==> src/rtl/qspi_rd_pkg.sv <==
package qspi_rd_pkg;

    typedef enum logic [3:0] {
        ST_IDLE,
        ST_CMD,
        ST_FR_ADDR,
        ST_FR_DUMMY,
        ST_QO_ADDR,
        ST_QO_DUMMY,
        ST_QI_ADDR,
        ST_QI_MODE,
        ST_DATA1,
        ST_DATA4,
        ST_INVALID
    } rd_state_e;

    localparam logic [7:0] OP_FAST_RD = 8'h0B;
    localparam logic [7:0] OP_QUAD_OUT = 8'h6B;
    localparam logic [7:0] OP_QUAD_IO = 8'hEB;

    localparam int CNT_W = 7;
    localparam int ADR_BITS = 24;

endpackage

==> src/rtl/qspi_pin_edges.sv <==
module qspi_pin_edges (
    input  logic clk,
    input  logic rst_n,
    input  logic csn,
    input  logic sck,
    output logic csn_q,
    output logic sck_rise,
    output logic sck_fall,
    output logic cs_rise
);
    logic sck_q;

    always_ff @(posedge clk or negedge rst_n) begin
        if (!rst_n) begin
            sck_q <= 1'b0;
            csn_q <= 1'b1;
        end else begin
            sck_q <= sck;
            csn_q <= csn;
        end
    end

    always_comb begin
        sck_rise = !csn && sck && !sck_q;
        sck_fall = !csn && !sck && sck_q;
        cs_rise  = csn && !csn_q;
    end
endmodule

==> src/rtl/qspi_pattern_array.sv <==
module qspi_pattern_array #(
    parameter int MEM_BYTES = 256,
    parameter int SEED      = 92
) (
    input  logic [$clog2(MEM_BYTES)-1:0] addr,
    output logic [7:0]                   rd_byte
);
    logic [7:0] cells [MEM_BYTES];

    for (genvar i = 0; i < MEM_BYTES; i++) begin : g_cell
        assign cells[i] = 8'(i * 37 + SEED);
    end

    assign rd_byte = cells[addr];
endmodule

==> src/rtl/qspi_out_shifter.sv <==
module qspi_out_shifter (
    input  logic       clk,
    input  logic       rst_n,
    input  logic       cs_active,
    input  logic       sck_fall,
    input  logic       data_en,
    input  logic       quad,
    input  logic [7:0] rd_byte,
    input  logic       busy,
    output logic [3:0] dq_o,
    output logic [3:0] dq_oe,
    output logic       take
);
    logic [2:0] sub;
    logic [7:0] hold;
    logic       fetch;
    logic [7:0] src;

    always_comb begin
        fetch = sck_fall && data_en && (sub == 3'd0);
        take  = fetch && !busy;
        src   = busy ? 8'h00 : rd_byte;
    end

    always_ff @(posedge clk or negedge rst_n) begin
        if (!rst_n) begin
            sub   <= '0;
            hold  <= '0;
            dq_o  <= '0;
            dq_oe <= '0;
        end else if (!cs_active) begin
            sub   <= '0;
            hold  <= '0;
            dq_o  <= '0;
            dq_oe <= '0;
        end else if (sck_fall && data_en) begin
            dq_oe <= quad ? 4'b1111 : 4'b0010;
            if (sub == 3'd0) begin
                if (quad) begin
                    dq_o <= src[7:4];
                    hold <= {src[3:0], 4'b0};
                    sub  <= 3'd1;
                end else begin
                    dq_o <= {2'b00, src[7], 1'b0};
                    hold <= {src[6:0], 1'b0};
                    sub  <= 3'd7;
                end
            end else begin
                if (quad) begin
                    dq_o <= hold[7:4];
                    hold <= {hold[3:0], 4'b0};
                end else begin
                    dq_o <= {2'b00, hold[7], 1'b0};
                    hold <= {hold[6:0], 1'b0};
                end
                sub <= sub - 3'd1;
            end
        end
    end

    AST_BUSY_ZERO: assert property (@(posedge clk) disable iff (!rst_n)
        (fetch && busy) |=> (dq_o == 4'b0000));

    AST_DQ_ON_FALL: assert property (@(posedge clk) disable iff (!rst_n)
        (!$stable(dq_o) && cs_active) |-> $past(sck_fall));
endmodule

==> src/rtl/qspi_read_engine.sv <==
module qspi_read_engine
    import qspi_rd_pkg::*;
#(
    parameter int MEM_BYTES = 256,
    parameter int SEED      = 92
) (
    input  logic       clk,
    input  logic       rst_n,
    input  logic       spi_csn,
    input  logic       spi_sck,
    input  logic [3:0] dq_i,
    output logic [3:0] dq_o,
    output logic [3:0] dq_oe,
    input  logic       busy
);
    localparam int ADDR_W = $clog2(MEM_BYTES);

    rd_state_e              state, state_nx;
    logic [CNT_W-1:0]       cnt, cnt_nx, base;
    logic [ADR_BITS-1:0]    sreg, sreg_nx;
    logic [ADDR_W-1:0]      addr;
    logic                   flag, flag_seen, xip, xip_start;
    logic                   csn_q, sck_rise, sck_fall, cs_rise;
    logic                   hdr_state, quad_in, addr_done, flag_pt, flag_bit;
    logic                   data_en, quad_out, take;
    logic [7:0]             rd_byte;

    qspi_pin_edges u_edges (
        .clk(clk), .rst_n(rst_n), .csn(spi_csn), .sck(spi_sck),
        .csn_q(csn_q), .sck_rise(sck_rise), .sck_fall(sck_fall), .cs_rise(cs_rise)
    );

    qspi_pattern_array #(.MEM_BYTES(MEM_BYTES), .SEED(SEED)) u_array (
        .addr(addr), .rd_byte(rd_byte)
    );

    qspi_out_shifter u_shift (
        .clk(clk), .rst_n(rst_n), .cs_active(!spi_csn), .sck_fall(sck_fall),
        .data_en(data_en), .quad(quad_out), .rd_byte(rd_byte), .busy(busy),
        .dq_o(dq_o), .dq_oe(dq_oe), .take(take)
    );

    // Phase decode used by the counter, the shifter and the assertions.
    always_comb begin
        hdr_state = (state == ST_CMD)     || (state == ST_FR_ADDR) ||
                    (state == ST_FR_DUMMY) || (state == ST_QO_ADDR) ||
                    (state == ST_QO_DUMMY) || (state == ST_QI_ADDR) ||
                    (state == ST_QI_MODE);
        quad_in   = (state == ST_QI_ADDR) || (state == ST_QI_MODE);
        data_en   = (state == ST_DATA1) || (state == ST_DATA4);
        quad_out  = (state == ST_DATA4);
        base      = xip_start ? 7'd0 : 7'd8;
        cnt_nx    = cnt + (quad_in ? 7'd4 : 7'd1);
        sreg_nx   = quad_in ? {sreg[ADR_BITS-5:0], dq_i} : {sreg[ADR_BITS-2:0], dq_i[0]};
        flag_pt   = ((state == ST_QO_DUMMY) && (cnt == 7'd32)) ||
                    ((state == ST_QI_MODE) && (cnt == base + 7'd24));
        flag_bit  = (state == ST_QO_DUMMY) ? dq_i[0] : dq_i[3];
    end

    // Next-state logic.
    always_comb begin
        state_nx  = state;
        addr_done = 1'b0;
        unique case (state)
            ST_IDLE:     state_nx = xip ? ST_QI_ADDR : ST_CMD;
            ST_CMD: if (sck_rise && cnt_nx == 7'd8) begin
                unique case (sreg_nx[7:0])
                    OP_FAST_RD:  state_nx = ST_FR_ADDR;
                    OP_QUAD_OUT: state_nx = ST_QO_ADDR;
                    OP_QUAD_IO:  state_nx = ST_QI_ADDR;
                    default:     state_nx = ST_INVALID;
                endcase
            end
            ST_FR_ADDR: if (sck_rise && cnt_nx == 7'd32) begin
                state_nx  = ST_FR_DUMMY;
                addr_done = 1'b1;
            end
            ST_FR_DUMMY: if (sck_rise && cnt_nx == 7'd40) state_nx = ST_DATA1;
            ST_QO_ADDR: if (sck_rise && cnt_nx == 7'd32) begin
                state_nx  = ST_QO_DUMMY;
                addr_done = 1'b1;
            end
            ST_QO_DUMMY: if (sck_rise && cnt_nx == 7'd64) state_nx = ST_DATA4;
            ST_QI_ADDR: if (sck_rise && cnt_nx == base + 7'd24) begin
                state_nx  = ST_QI_MODE;
                addr_done = 1'b1;
            end
            ST_QI_MODE: if (sck_rise && cnt_nx == base + 7'd56) state_nx = ST_DATA4;
            ST_DATA1, ST_DATA4, ST_INVALID: state_nx = state;
            default:     state_nx = ST_INVALID;
        endcase
    end

    // State register and transaction bookkeeping.
    always_ff @(posedge clk or negedge rst_n) begin
        if (!rst_n) begin
            state     <= ST_IDLE;
            cnt       <= '0;
            sreg      <= '0;
            addr      <= '0;
            flag      <= 1'b0;
            flag_seen <= 1'b0;
            xip       <= 1'b0;
            xip_start <= 1'b0;
        end else if (spi_csn) begin
            state     <= ST_IDLE;
            cnt       <= '0;
            sreg      <= '0;
            flag_seen <= 1'b0;
            if (cs_rise) xip <= flag_seen && !flag;
        end else begin
            state <= state_nx;
            if (state == ST_IDLE) xip_start <= xip;
            if (sck_rise && hdr_state) begin
                cnt  <= cnt_nx;
                sreg <= sreg_nx;
            end
            if (sck_rise && flag_pt) begin
                flag      <= flag_bit;
                flag_seen <= 1'b1;
            end
            if (addr_done) addr <= sreg_nx[ADDR_W-1:0];
            else if (take) addr <= addr + 1'b1;
        end
    end

    AST_OE_IDLE: assert property (@(posedge clk) disable iff (!rst_n)
        csn_q |-> (dq_oe == 4'b0000));

    AST_HDR_QUIET: assert property (@(posedge clk) disable iff (!rst_n)
        hdr_state |-> (dq_oe == 4'b0000));

    AST_INVALID_QUIET: assert property (@(posedge clk) disable iff (!rst_n)
        (state == ST_INVALID) |-> (dq_oe == 4'b0000));

    AST_ADDR_STEP: assert property (@(posedge clk) disable iff (!rst_n)
        (take && !spi_csn) |=> (addr == $past(addr) + 1'b1));
endmodule

==> config.mk <==
export PLATFORM = sky130hd
export DESIGN_NAME = qspi_read_engine
export DESIGN_NICKNAME = d
export VERILOG_FILES = /design/src/rtl/qspi_rd_pkg.sv /design/src/rtl/qspi_pin_edges.sv /design/src/rtl/qspi_pattern_array.sv /design/src/rtl/qspi_out_shifter.sv /design/src/rtl/qspi_read_engine.sv
export SDC_FILE = /design/constraint.sdc
export NUM_CORES = 1
export LEC_CHECK = 0
export BUFFER_PORTS_ARGS = -buffer_cell sky130_fd_sc_hd__buf_2
export CAP_MARGIN = 0
export CORE_MARGIN = 2
export CORE_UTILIZATION = 55
export DETAILED_ROUTE_END_ITERATION = 10
export PLACE_DENSITY = 0.72
export SLEW_MARGIN = 20
export SYNTH_ARGS = -nofsm -noshare
export SYNTH_HDL_FRONTEND = slang
export SYNTH_SLANG_ARGS = --single-unit
==> constraint.sdc <==
create_clock -name clk -period 4.64 [get_ports clk]
set_input_delay 0.696 -clock clk [delete_from_list [all_inputs] [get_ports clk]]
set_output_delay 0.696 -clock clk [all_outputs]
set_load 0.1 [all_outputs]
==> reports/metrics.cfg, run 1 <==
[outcome]
status = finished, final reports clean

[floorplan]
die_width_um = 88.4
rows = 30
io_pins = 17
core_mm2 = 0.00683
dieArea_mm2 = 0.00782
die_y_um = 88.4
start_util_pct = 57.4

[clock_tree]
h-tree-depth = 2
cts_buffers = 5
path_clk_slew_ps = 100
clock-sinks = 48
root_buffer = clkbuf_8
clk_path_buf_depth = 2
cts_tree = done
clock_latency_ps = 310
cts_setup_buffers = 0
ctsHoldBuffers = 0
cts_resized = 0

[detailed_routing]
drt-initial-drc-count = 191
drc = 0
drtAntennaViolNets = 0
drt_pass1_iterations = 5
avgViaCountPerCell = 6.31
wl_mm = 9.58
vias = 3493
wl_per_cell_um = 17.3

[worst_setup_path]
crit_fanout = 15
slowest_stage = dfrtp_1
required_ps = 4840
crit_path_end_kind = register
worst_setup_path_start_kind = register
critPathKind = register to register
critical_path.cell_chain = nand3b_4 > and2_1 > ha_1 > nor4b_1 > nand2b_1 > o31ai_1 > o311ai_0 > a22oi_1 > o311ai_2 > mux2_1
arrival_ps = 4020
crit_path_max_incr_delay_ps = 760
reg2reg_slack_ps = 830

[sta]
max_slew_margin_pct = 34.4
min_period_over_period_pct = 82.2
setup_violations = 0
timing.hold.ws_ps = 377
worst_slew_pin_slew_ps = 984
final-hold-violation-count = 0
finClkSkew_ps = 16.5
drv_slew = 0
fin_crit_ps = 3810
finalSetupTns_ps = 0
max_freq_ghz = 0.262
worst_slack_ps = 827
rsz0062_at_grt = false

[layout]
nNetsFinal = 478
antenna_cells = 0
fill_cells = 644
syn2layout_area_growth_pct = 4.72
final_cell_area_mm2 = 0.00411
drive_gt1_share_pct = 10.0

[placement]
place.gp.congestion = 0.875
place_ws_ps = 973
place_hpwl_mm = 6.70
io_buffers = 16
placed_cell_area_mm2 = 0.00400

[logic_synthesis]
synth_area_mm2 = 0.00392
syn-num-nets = 489
synth_top_area_share_pct = 30.0
yosysTopAreaCell = dfrtp_1
synth_ff_type = dfrtp_1
synth_area_leaders = dfrtp_1, mux2i_1, nand3_1, ha_1, nand2_1
synth_async_sr_flop_share_pct = 100
avgSynthCellArea_um2 = 8.38
yosys_register_bits = 48
seq_area_frac_synth_pct = 30.7
synth_warnings = 0
synth_edf_count = 0
syn_inst = 468
synth.distinct_cells = 71

[run]
drv_cap = 0

[power_and_ir_drop]
p_leak_uw = 0.00176
powerDensity_mw_per_mm2 = 383
finalPower_uw = 1570
ir_drop_mv = 0.254

[global_routing]
overflow = 0
antenna_found_initial = 0
track_usage_pct = 26.4
grt_pass1_vias = 3341
grt_max_degree = 49
grt_pass1_wl_mm = 16.1

[worst_hold_path]
hp-class = input pin to async pin

==> cell families (layout without fill, tap and decap cells) <==
group,after synthesis,count (layout),synth area share [%]
mux,28,28,7.34
compound gates,131,131,24.0
fa+ha+maj,12,12,3.83
flops,48,48,30.7
simple gates,174,174,23.5
buf+inv,53,43,5.42
xor+xnor,22,22,5.26
==> layer usage <==
metal  GRT usage (%)  wire length [um]  vias up
met5               0                 0        -
met4            9.92               232        0
met3            3.73               477       21
met2            42.5              4480      114
met1            36.2              4390     1644
li1                -                 -     1714
==> Yosys cell counts (all sizes together), types with 8 or more instances <==
cell type / instances
xnor2: 13
mux2i: 22
nor3: 11
ha: 12
o211ai: 14
a31oi: 8
nor2: 30
dfrtp: 47
nor2b: 12
inv: 14
nand2: 37
and2: 8
xor2: 8
a21oi: 18
nand3: 33
o21ai: 26
clkbuf: 32
==> registers in the layout, summed over array words and instances, names as in the netlist <==
signal         flops
u_shift.sub        3
flag               1
xip_start          1
u_edges.sck_q      1
flag_seen          1
u_edges.csn_q      1
sreg               7
u_shift.hold       7
xip                1
state              4
cnt                7
u_shift.dq_oe      2
u_shift.dq_o       4
addr               8
==> placed cells by master, fill, tap and decap left out, types with 4 or more instances in the layout <==
| cell type | instances |
|---|---|
| dfrtp_1 | 47 |
| nand2_1 | 37 |
| nand3_1 | 33 |
| nor2_1 | 30 |
| o21ai_0 | 26 |
| mux2i_1 | 22 |
| a21oi_1 | 18 |
| buf_2 | 15 |
| o211ai_1 | 14 |
| inv_1 | 14 |
| xnor2_1 | 13 |
| nor2b_1 | 12 |
| ha_1 | 12 |
| nor3_1 | 11 |
| xor2_1 | 8 |
| and2_1 | 8 |
| a31oi_1 | 7 |
| a211oi_1 | 7 |
| o31ai_1 | 6 |
| o311ai_0 | 6 |
| nand4_1 | 6 |
| nand2b_1 | 6 |
| clkbuf_8 | 6 |
| nor4_1 | 5 |
| mux2_2 | 5 |
| and3_1 | 4 |
| a22oi_1 | 4 |
| buf_4 | 4 |
==> layout make-up <==
type / count / area, um^2 / share of cell area, %
multi-input combinational: 367 / 2520 / 61.4
sequential: 48 / 1200 / 29.3
tap: 96 / 120 / 2.93
timing repair buffer: 19 / 105 / 2.56
clock buffer: 6 / 82.6 / 2.01
inverter: 16 / 60.1 / 1.46
clock inverter: 2 / 15.0 / 0.366
==> metrics by stage <==
stage / util (%) / std cells
after floorplan: - / 468
after global placement: 58.5 / 546
after detailed placement: 58.5 / 546
after CTS: 59.9 / 554
after global routing: 60.1 / 554
final: 60.1 / 554
==> where the power goes <==
group / switching [uW] / leakage (uW) / internal, uW
clock: 149 / 0.0000434 / 121
sequential: 105 / 0.000649 / 451
combinational: 450 / 0.00106 / 298
==> worst max-delay path, delay by kind of cell (launching register included) <==
| kind | cells | cell delay [ps] |
|---|---|---|
| flip-flops | 1 | 760 |
| AO/OA/AOI/OAI | 4 | 1060 |
| AND/OR/NAND/NOR | 4 | 1250 |
| adder cells (fa/ha/maj) | 1 | 300 |
| multiplexers | 1 | 350 |
==> final timing paths <==
check	start	to	depth (start not counted)
hold / removal	rst_n	u_shift.dq_o[3]	1
setup / recovery	state[1]	state[2]	10
min in group clk	flag	xip	1
hold reg to reg	flag	xip	1
max in group asynchronous	rst_n	addr[1]	1
setup reg to reg	state[1]	state[2]	10
(Power assumes the default switching activity.)
==> run 2: changes to the inputs <==
--- a/config.mk
+++ b/config.mk
@@ -10,7 +10,7 @@
 export CORE_MARGIN = 2
 export CORE_UTILIZATION = 55
 export DETAILED_ROUTE_END_ITERATION = 10
-export PLACE_DENSITY = 0.72
+export PLACE_DENSITY = 0.75
 export SLEW_MARGIN = 20
 export SYNTH_ARGS = -nofsm -noshare
 export SYNTH_HDL_FRONTEND = slang
==> constraint.sdc (replaced) <==
create_clock -name clk -period 3.1 [get_ports clk]
set_input_delay 0.465 -clock clk [delete_from_list [all_inputs] [get_ports clk]]
set_output_delay 0.465 -clock clk [all_outputs]
set_load 0.1 [all_outputs]
==> reports/metrics.cfg, run 2 (synthesis results as in run 1) <==
[sta]
max_freq_ghz = 0.334  ; +27%
fin_crit_ps = 2990  ; -819 ps
finClkSkew_ps = 12.6  ; -3.93 ps
worst_slack_ps = 105  ; -721 ps
drv_slew = 0  ; unchanged
final-hold-violation-count = 0  ; unchanged
finalSetupTns_ps = 0  ; unchanged
min_period_over_period_pct = 96.6  ; +14 points
worst_slew_pin_slew_ps = 835  ; -149 ps
max_slew_margin_pct = 44.3  ; +9.9 points
setup_violations = 0  ; unchanged

[global_routing]
grt_max_degree = 49  ; unchanged
grt_pass1_wl_mm = 16.4  ; +1.4%
antenna_found_initial = 0  ; unchanged
overflow = 0  ; unchanged
track_usage_pct = 26.2  ; -0.22 points
grt_pass1_vias = 3422  ; +2.4%

[layout]
layout.cells.non_filler = 570  ; +2.9%
largest_reg_flops = 8  ; unchanged
syn2layout_area_growth_pct = 9.64
nNetsFinal = 494  ; +3.3%
fill_cells = 587  ; -8.9%
multi_input_area_mm2 = 0.00255  ; +1.3%
regMostFlops = addr
ff_latch_area_mm2 = 0.00120  ; unchanged
final_cell_area_mm2 = 0.00430  ; +4.7%
antenna_cells = 0  ; unchanged
final_common_cell = dfrtp_1
drive_gt1_share_pct = 14.3  ; +4.3 points
mostFrequentLayoutCells = dfrtp_1, nand2_1, nand3_1, nor2_1, o21ai_0

[detailed_routing]
dr_wl_met2_mm = 4.59  ; +2.4%
vias = 3629  ; +3.9%
drt-initial-drc-count = 294  ; +54%
drtAntennaViolNets = 0  ; unchanged
wl_met3_um = 585  ; +23%
drt_pass1_iterations = 5  ; unchanged
routedLengthMet1_mm = 4.60  ; +4.7%
drc = 0  ; unchanged
wl_per_cell_um = 17.4  ; +0.52%
wl_mm = 9.91  ; +3.4%
avgViaCountPerCell = 6.37  ; +0.98%
top_layer = met4

[power_and_ir_drop]
p_leak_uw = 0.00186  ; +5.7%
powerDensity_mw_per_mm2 = 598  ; +56%
seqPwrFrac_pct = 28.9  ; -6.4 points
combPwrFrac_pct = 50.1  ; +2.5 points
p_int_uw = 1510  ; +73%
ir_drop_mv = 0.355  ; +40%
switching_share_pct = 41.4  ; -3.3 points
p_clk_share_pct = 21.1  ; +3.9 points
p_sw_uw = 1070  ; +51%

[floorplan]
die_y_um = 88.4  ; unchanged
io_pins = 17  ; unchanged
dieArea_mm2 = 0.00782  ; unchanged
rows = 30  ; unchanged
core_mm2 = 0.00683  ; unchanged
start_util_pct = 57.4  ; unchanged
die_width_um = 88.4  ; unchanged

[placement]
placed_cell_area_mm2 = 0.00414  ; +3.4%
dp.cells = 562  ; +2.9%
place_hpwl_mm = 7.00  ; +4.4%
place.gp.congestion = 0.980  ; +12%
place_ws_ps = 132  ; -840 ps
io_buffers = 16  ; unchanged

[outcome]
status = finished, final reports clean

[clock_tree]
path_clk_slew_ps = 90  ; about the same
root_buffer = clkbuf_8
cts_tree = done
cts_buffers = 5  ; unchanged
clock-sinks = 48  ; unchanged
clk_path_buf_depth = 2  ; unchanged
h-tree-depth = 2  ; unchanged
clock_latency_ps = 300  ; about the same

[worst_setup_path]
required_ps = 3280  ; -1560 ps
crit_path_end_kind = register
arrival_ps = 3180  ; -840 ps
worst_setup_path_start_kind = register
crit_fanout = 4  ; -11
critPathKind = register to register

[run]
drv_cap = 0  ; unchanged

[worst_hold_path]
hp-class = input pin to async pin

==> run 2: layout make-up <==
type                    count  share of cell area [%]
repair buffers             35                    5.24
inverters                  16                    1.40
clock inverters             3                    1.60
multi-input cells         367                    59.4
clock buffers               5                    1.60
flip-flops and latches     48                    28.0
well taps                  96                    2.79
==> run 2: through the flow <==
step	util, %	hold WS, ps	total power [uW]
finish	62.9	177	2570
floorplan	-	169	1700
detailed placement	60.5	449	2000
global route	62.9	220	2750
CTS	62.5	328	2550
global placement	60.5	435	1970
==> run 2: metal layers <==
layer | vias up | global-route usage [%]
li1 | 1752 | -
met1 | 1712 | 38.0
met2 | 149 | 41.6
met3 | 16 | 3.26
met4 | 0 | 6.75
met5 | - | 0
==> run 2: final timing paths <==
check,start,cells after the start,slack [ps],to
setup / recovery,state[3],10,110,state[2]
hold / removal,rst_n,1,180,u_shift.dq_o[0]
setup reg to reg,state[3],10,110,state[2]
hold reg to reg,flag,1,460,xip
max in group asynchronous,rst_n,1,2500,addr[7]
min in group clk,spi_sck,1,340,u_edges.sck_q
==> run 2: power by group through the flow <==
stage          registers, uW  clock network [uW]  logic, uW
2_1_floorplan            761                   0        934
3_3_place_gp             750                   0       1220
3_5_place_dp             754                   0       1250
4_1_cts                  741                 554       1260
5_1_grt                  752                 575       1420
6_report                 742                 542       1290
==> run 2: timing repair <==
item | CTS | global route
hold buffers | 0 | 0
resized for setup | 0 | 4
endpoints found under the hold margin | 0 | 0
setup buffers | 0 | 0
setup endpoints to repair | 0 | 2
==> run 2: critical path, stage by stage (launching register included) <==
cell      delay (ps)
dfrtp_1          380
nand3b_4         150
and2_1           170
ha_2             280
nor4b_2          340
nand2b_1         120
o31ai_2          310
o311ai_0         240
a22oi_1          320
o311ai_4         200
mux2_1           350
==> run 3: changes to the inputs <==
--- a/config.mk
+++ b/config.mk
@@ -14,4 +14,5 @@
 export SLEW_MARGIN = 20
 export SYNTH_ARGS = -nofsm -noshare
 export SYNTH_HDL_FRONTEND = slang
+export SYNTH_HIERARCHICAL = 1
 export SYNTH_SLANG_ARGS = --single-unit
==> reports/metrics.cfg, run 3 <==
[worst_setup_path]
slowest_stage = or4_1
arrival_ps = 3210  ; +30 ps
path_delay_family = simple AND/OR/NAND/NOR gates
crit_fanout = 10  ; +6
critPathBufInv = 0  ; unchanged
crit_path_max_incr_delay_ps = 510  ; +130 ps
critical_path.cell_chain = nand3b_4 > and2_1 > ha_2 > nand2_2 > a211oi_4 > xor2_4 > or3_1 > a21oi_1 > o22ai_1 > or4_1 > a21oi_1
crit_path_end_kind = register
cp_common_cell = a21oi_1
worst_setup_path_start_kind = register
critPathKind = register to register
required_ps = 3330  ; +50 ps

[floorplan]
io_pins = 17  ; unchanged
start_util_pct = 57.4  ; about the same
dieArea_mm2 = 0.00837  ; +7.0%
die_width_um = 91.5  ; +3.4%
core_mm2 = 0.00733  ; +7.3%
die_y_um = 91.5  ; +3.4%
rows = 31  ; +3.3%

[sta]
fin_crit_ps = 2980  ; -12.1 ps
finClkSkew_ps = 7.58  ; -5.00 ps
rsz0062_at_grt = false
finalSetupTns_ps = 0  ; unchanged
max_freq_ghz = 0.335  ; +0.41%
timing.hold.ws_ps = 238  ; +61.2 ps
min_period_over_period_pct = 96.2  ; -0.39 points
max_slew_margin_pct = 48.7  ; +4.4 points
drv_slew = 0  ; unchanged
worst_slew_pin_slew_ps = 770  ; -64.6 ps
final-hold-violation-count = 0  ; unchanged
setup_violations = 0  ; unchanged

[layout]
drive_gt1_share_pct = 18.0  ; +3.7 points
mostFrequentLayoutCells = dfrtp_1, nand2_1, nor2_1, o21ai_0, buf_4
antenna_cells = 0  ; unchanged
layout.cells.non_filler = 610  ; +7.0%
nNetsFinal = 531  ; +7.5%
multi_input_area_mm2 = 0.00272  ; +6.6%
syn2layout_area_growth_pct = 8.00
largest_reg_flops = 8  ; unchanged
regMostFlops = addr
fill_cells = 625  ; +6.5%
final_common_cell = dfrtp_1
final_cell_area_mm2 = 0.00454  ; +5.7%
ff_latch_area_mm2 = 0.00120  ; +0.10%

[logic_synthesis]
synth_async_sr_flop_share_pct = 100  ; unchanged
synth_area_leaders = dfrtp_1, mux2i_1, nand2_1, o21ai_0, ha_1
synth_warnings = 6  ; +6
synth_top_family_by_area = compound AO/OA/AOI/OAI gates
synth_top_area_share_pct = 28.0  ; -2.0 points
synth_ff_type = dfrtp_1
syn-num-nets = 515  ; +5.3%
synth_xor_area_share_pct = 4.31  ; -0.95 points
synthMuxAreaShare_pct = 5.89  ; -1.5 points
syn_inst = 494  ; +5.6%
synth_edf_count = 0  ; unchanged
avgSynthCellArea_um2 = 8.52  ; +1.7%
synth.most_common_cell = dfrtp_1
synth_simple_gate_area_share_pct = 21.8  ; -1.7 points
synth.distinct_cells = 82  ; +15%
synthTopCellsByCount = dfrtp_1, nand2_1, nor2_1
synthAdderAreaFrac_pct = 3.57  ; -0.26 points
synth-compound-area-share_pct = 27.9  ; +4.0 points
synth_area_mm2 = 0.00421  ; +7.3%
yosys_register_bits = 48  ; unchanged
yosysTopAreaCell = dfrtp_1
seq_area_frac_synth_pct = 28.6  ; -2.1 points

[placement]
placed_cell_area_mm2 = 0.00437  ; +5.8%
place.gp.congestion = 0.936  ; -4.5%
io_buffers = 16  ; unchanged
place_hpwl_mm = 7.15  ; +2.3%
dp.cells = 598  ; +6.4%

[global_routing]
grt_pass1_vias = 3547  ; +3.7%
overflow = 0  ; unchanged
antenna_found_initial = 0  ; unchanged
grt_max_degree = 34  ; -31%
track_usage_pct = 24.3  ; -1.9 points
grt_pass1_wl_mm = 17.0  ; +4.0%

[detailed_routing]
vias = 3849  ; +6.1%
avgViaCountPerCell = 6.31  ; -0.89%
drc = 0  ; unchanged
drtAntennaViolNets = 0  ; unchanged
wl_mm = 10.1  ; +1.4%
drt_pass1_iterations = 5  ; unchanged
wl_per_cell_um = 16.5  ; -5.2%
drt-initial-drc-count = 238  ; -19%

[clock_tree]
h-tree-depth = 2  ; unchanged
cts_tree = done
clock-sinks = 48  ; unchanged
clock_latency_ps = 300  ; about the same
root_buffer = clkbuf_8
clk_path_buf_depth = 2  ; unchanged
cts_buffers = 5  ; unchanged
ctsHoldBuffers = 0  ; unchanged
path_clk_slew_ps = 100  ; about the same

[power_and_ir_drop]
powerDensity_mw_per_mm2 = 439  ; -27%
p_leak_uw = 0.00187  ; +0.69%
finalPower_uw = 1990  ; -23%
ir_drop_mv = 0.269  ; -24%

[worst_hold_path]
hp-class = input pin to async pin

[outcome]
status = finished, final reports clean

[run]
drv_cap = 0  ; unchanged

## run 3: cell types whose count changed after synthesis, moves of 6 or more
cell and change:
a21oi_1 +10, buf_2 +12, clkbuf_1 -21, inv_1 +12, nand2_1 +6, nand2b_1 +6
nand3_1 -18, nor2_1 +7, nor2b_1 -6, o211ai_1 -7, o21ai_0 +6, o22a_1 +6
## run 3: report_power, final
group | internal, uW | switching [uW] | leakage, uW | total, uW
clock | 158 | 221 | 0.0000479 | 379
combinational | 363 | 521 | 0.00116 | 884
sequential | 673 | 57.2 | 0.000658 | 730
total | 1190 | 799 | 0.00187 | 1990
## run 3: routing by layer
| metal | vias to the layer above | wire [um] | GRT usage, % |
|---|---|---|---|
| li1 | 1857 | - | - |
| met1 | 1838 | 4640 | 34.0 |
| met2 | 132 | 4760 | 40.7 |
| met3 | 22 | 496 | 3.15 |
| met4 | 0 | 153 | 3.91 |
| met5 | - | 0 | 0 |
## run 3: final timing paths
| kind | from | end | slack [ps] | cells past startpoint |
|---|---|---|---|---|
| setup / recovery | state[2] | state[0] | 120 | 11 |
| hold / removal | rst_n | addr[3] | 240 | 1 |
| setup reg to reg | state[2] | state[0] | 120 | 11 |
| hold reg to reg | flag | xip | 460 | 1 |
| max in group asynchronous | rst_n | u_edges/csn_q | 2090 | 2 |
| min in group clk | spi_sck | u_edges/sck_q | 290 | 1 |
## run 3: layout make-up
class | instances | area share (%)
tap | 99 | 2.73
clock buffer | 5 | 1.51
sequential | 48 | 26.5
inverter | 27 | 2.23
timing repair buffer | 46 | 6.72
multi-input combinational | 382 | 59.9
clock inverter | 3 | 0.413
## run 3: kinds of logic after synthesis
group	count (synthesis)
simple gates	168
compound gates	160
xor+xnor	19
mux	23
buf+inv	64
flops	48
fa+ha+maj	12
## run 3: what timing repair did
item | 4_1_cts | 5_1_grt
setup buffers | 0 | 4
hold endpoints to repair | 0 | 0
pin swaps | 0 | 2
resized for setup | 1 | 9
endpoints found under the setup margin | 3 | 13
## run 3: stage by stage
stage	utilization [%]	setup slack (ps)
floorplan	-	51.4
CTS	60.9	22.1
detailed placement	59.7	8.44
global route	62.0	5.23
global placement	59.7	169
finish	62.0	118
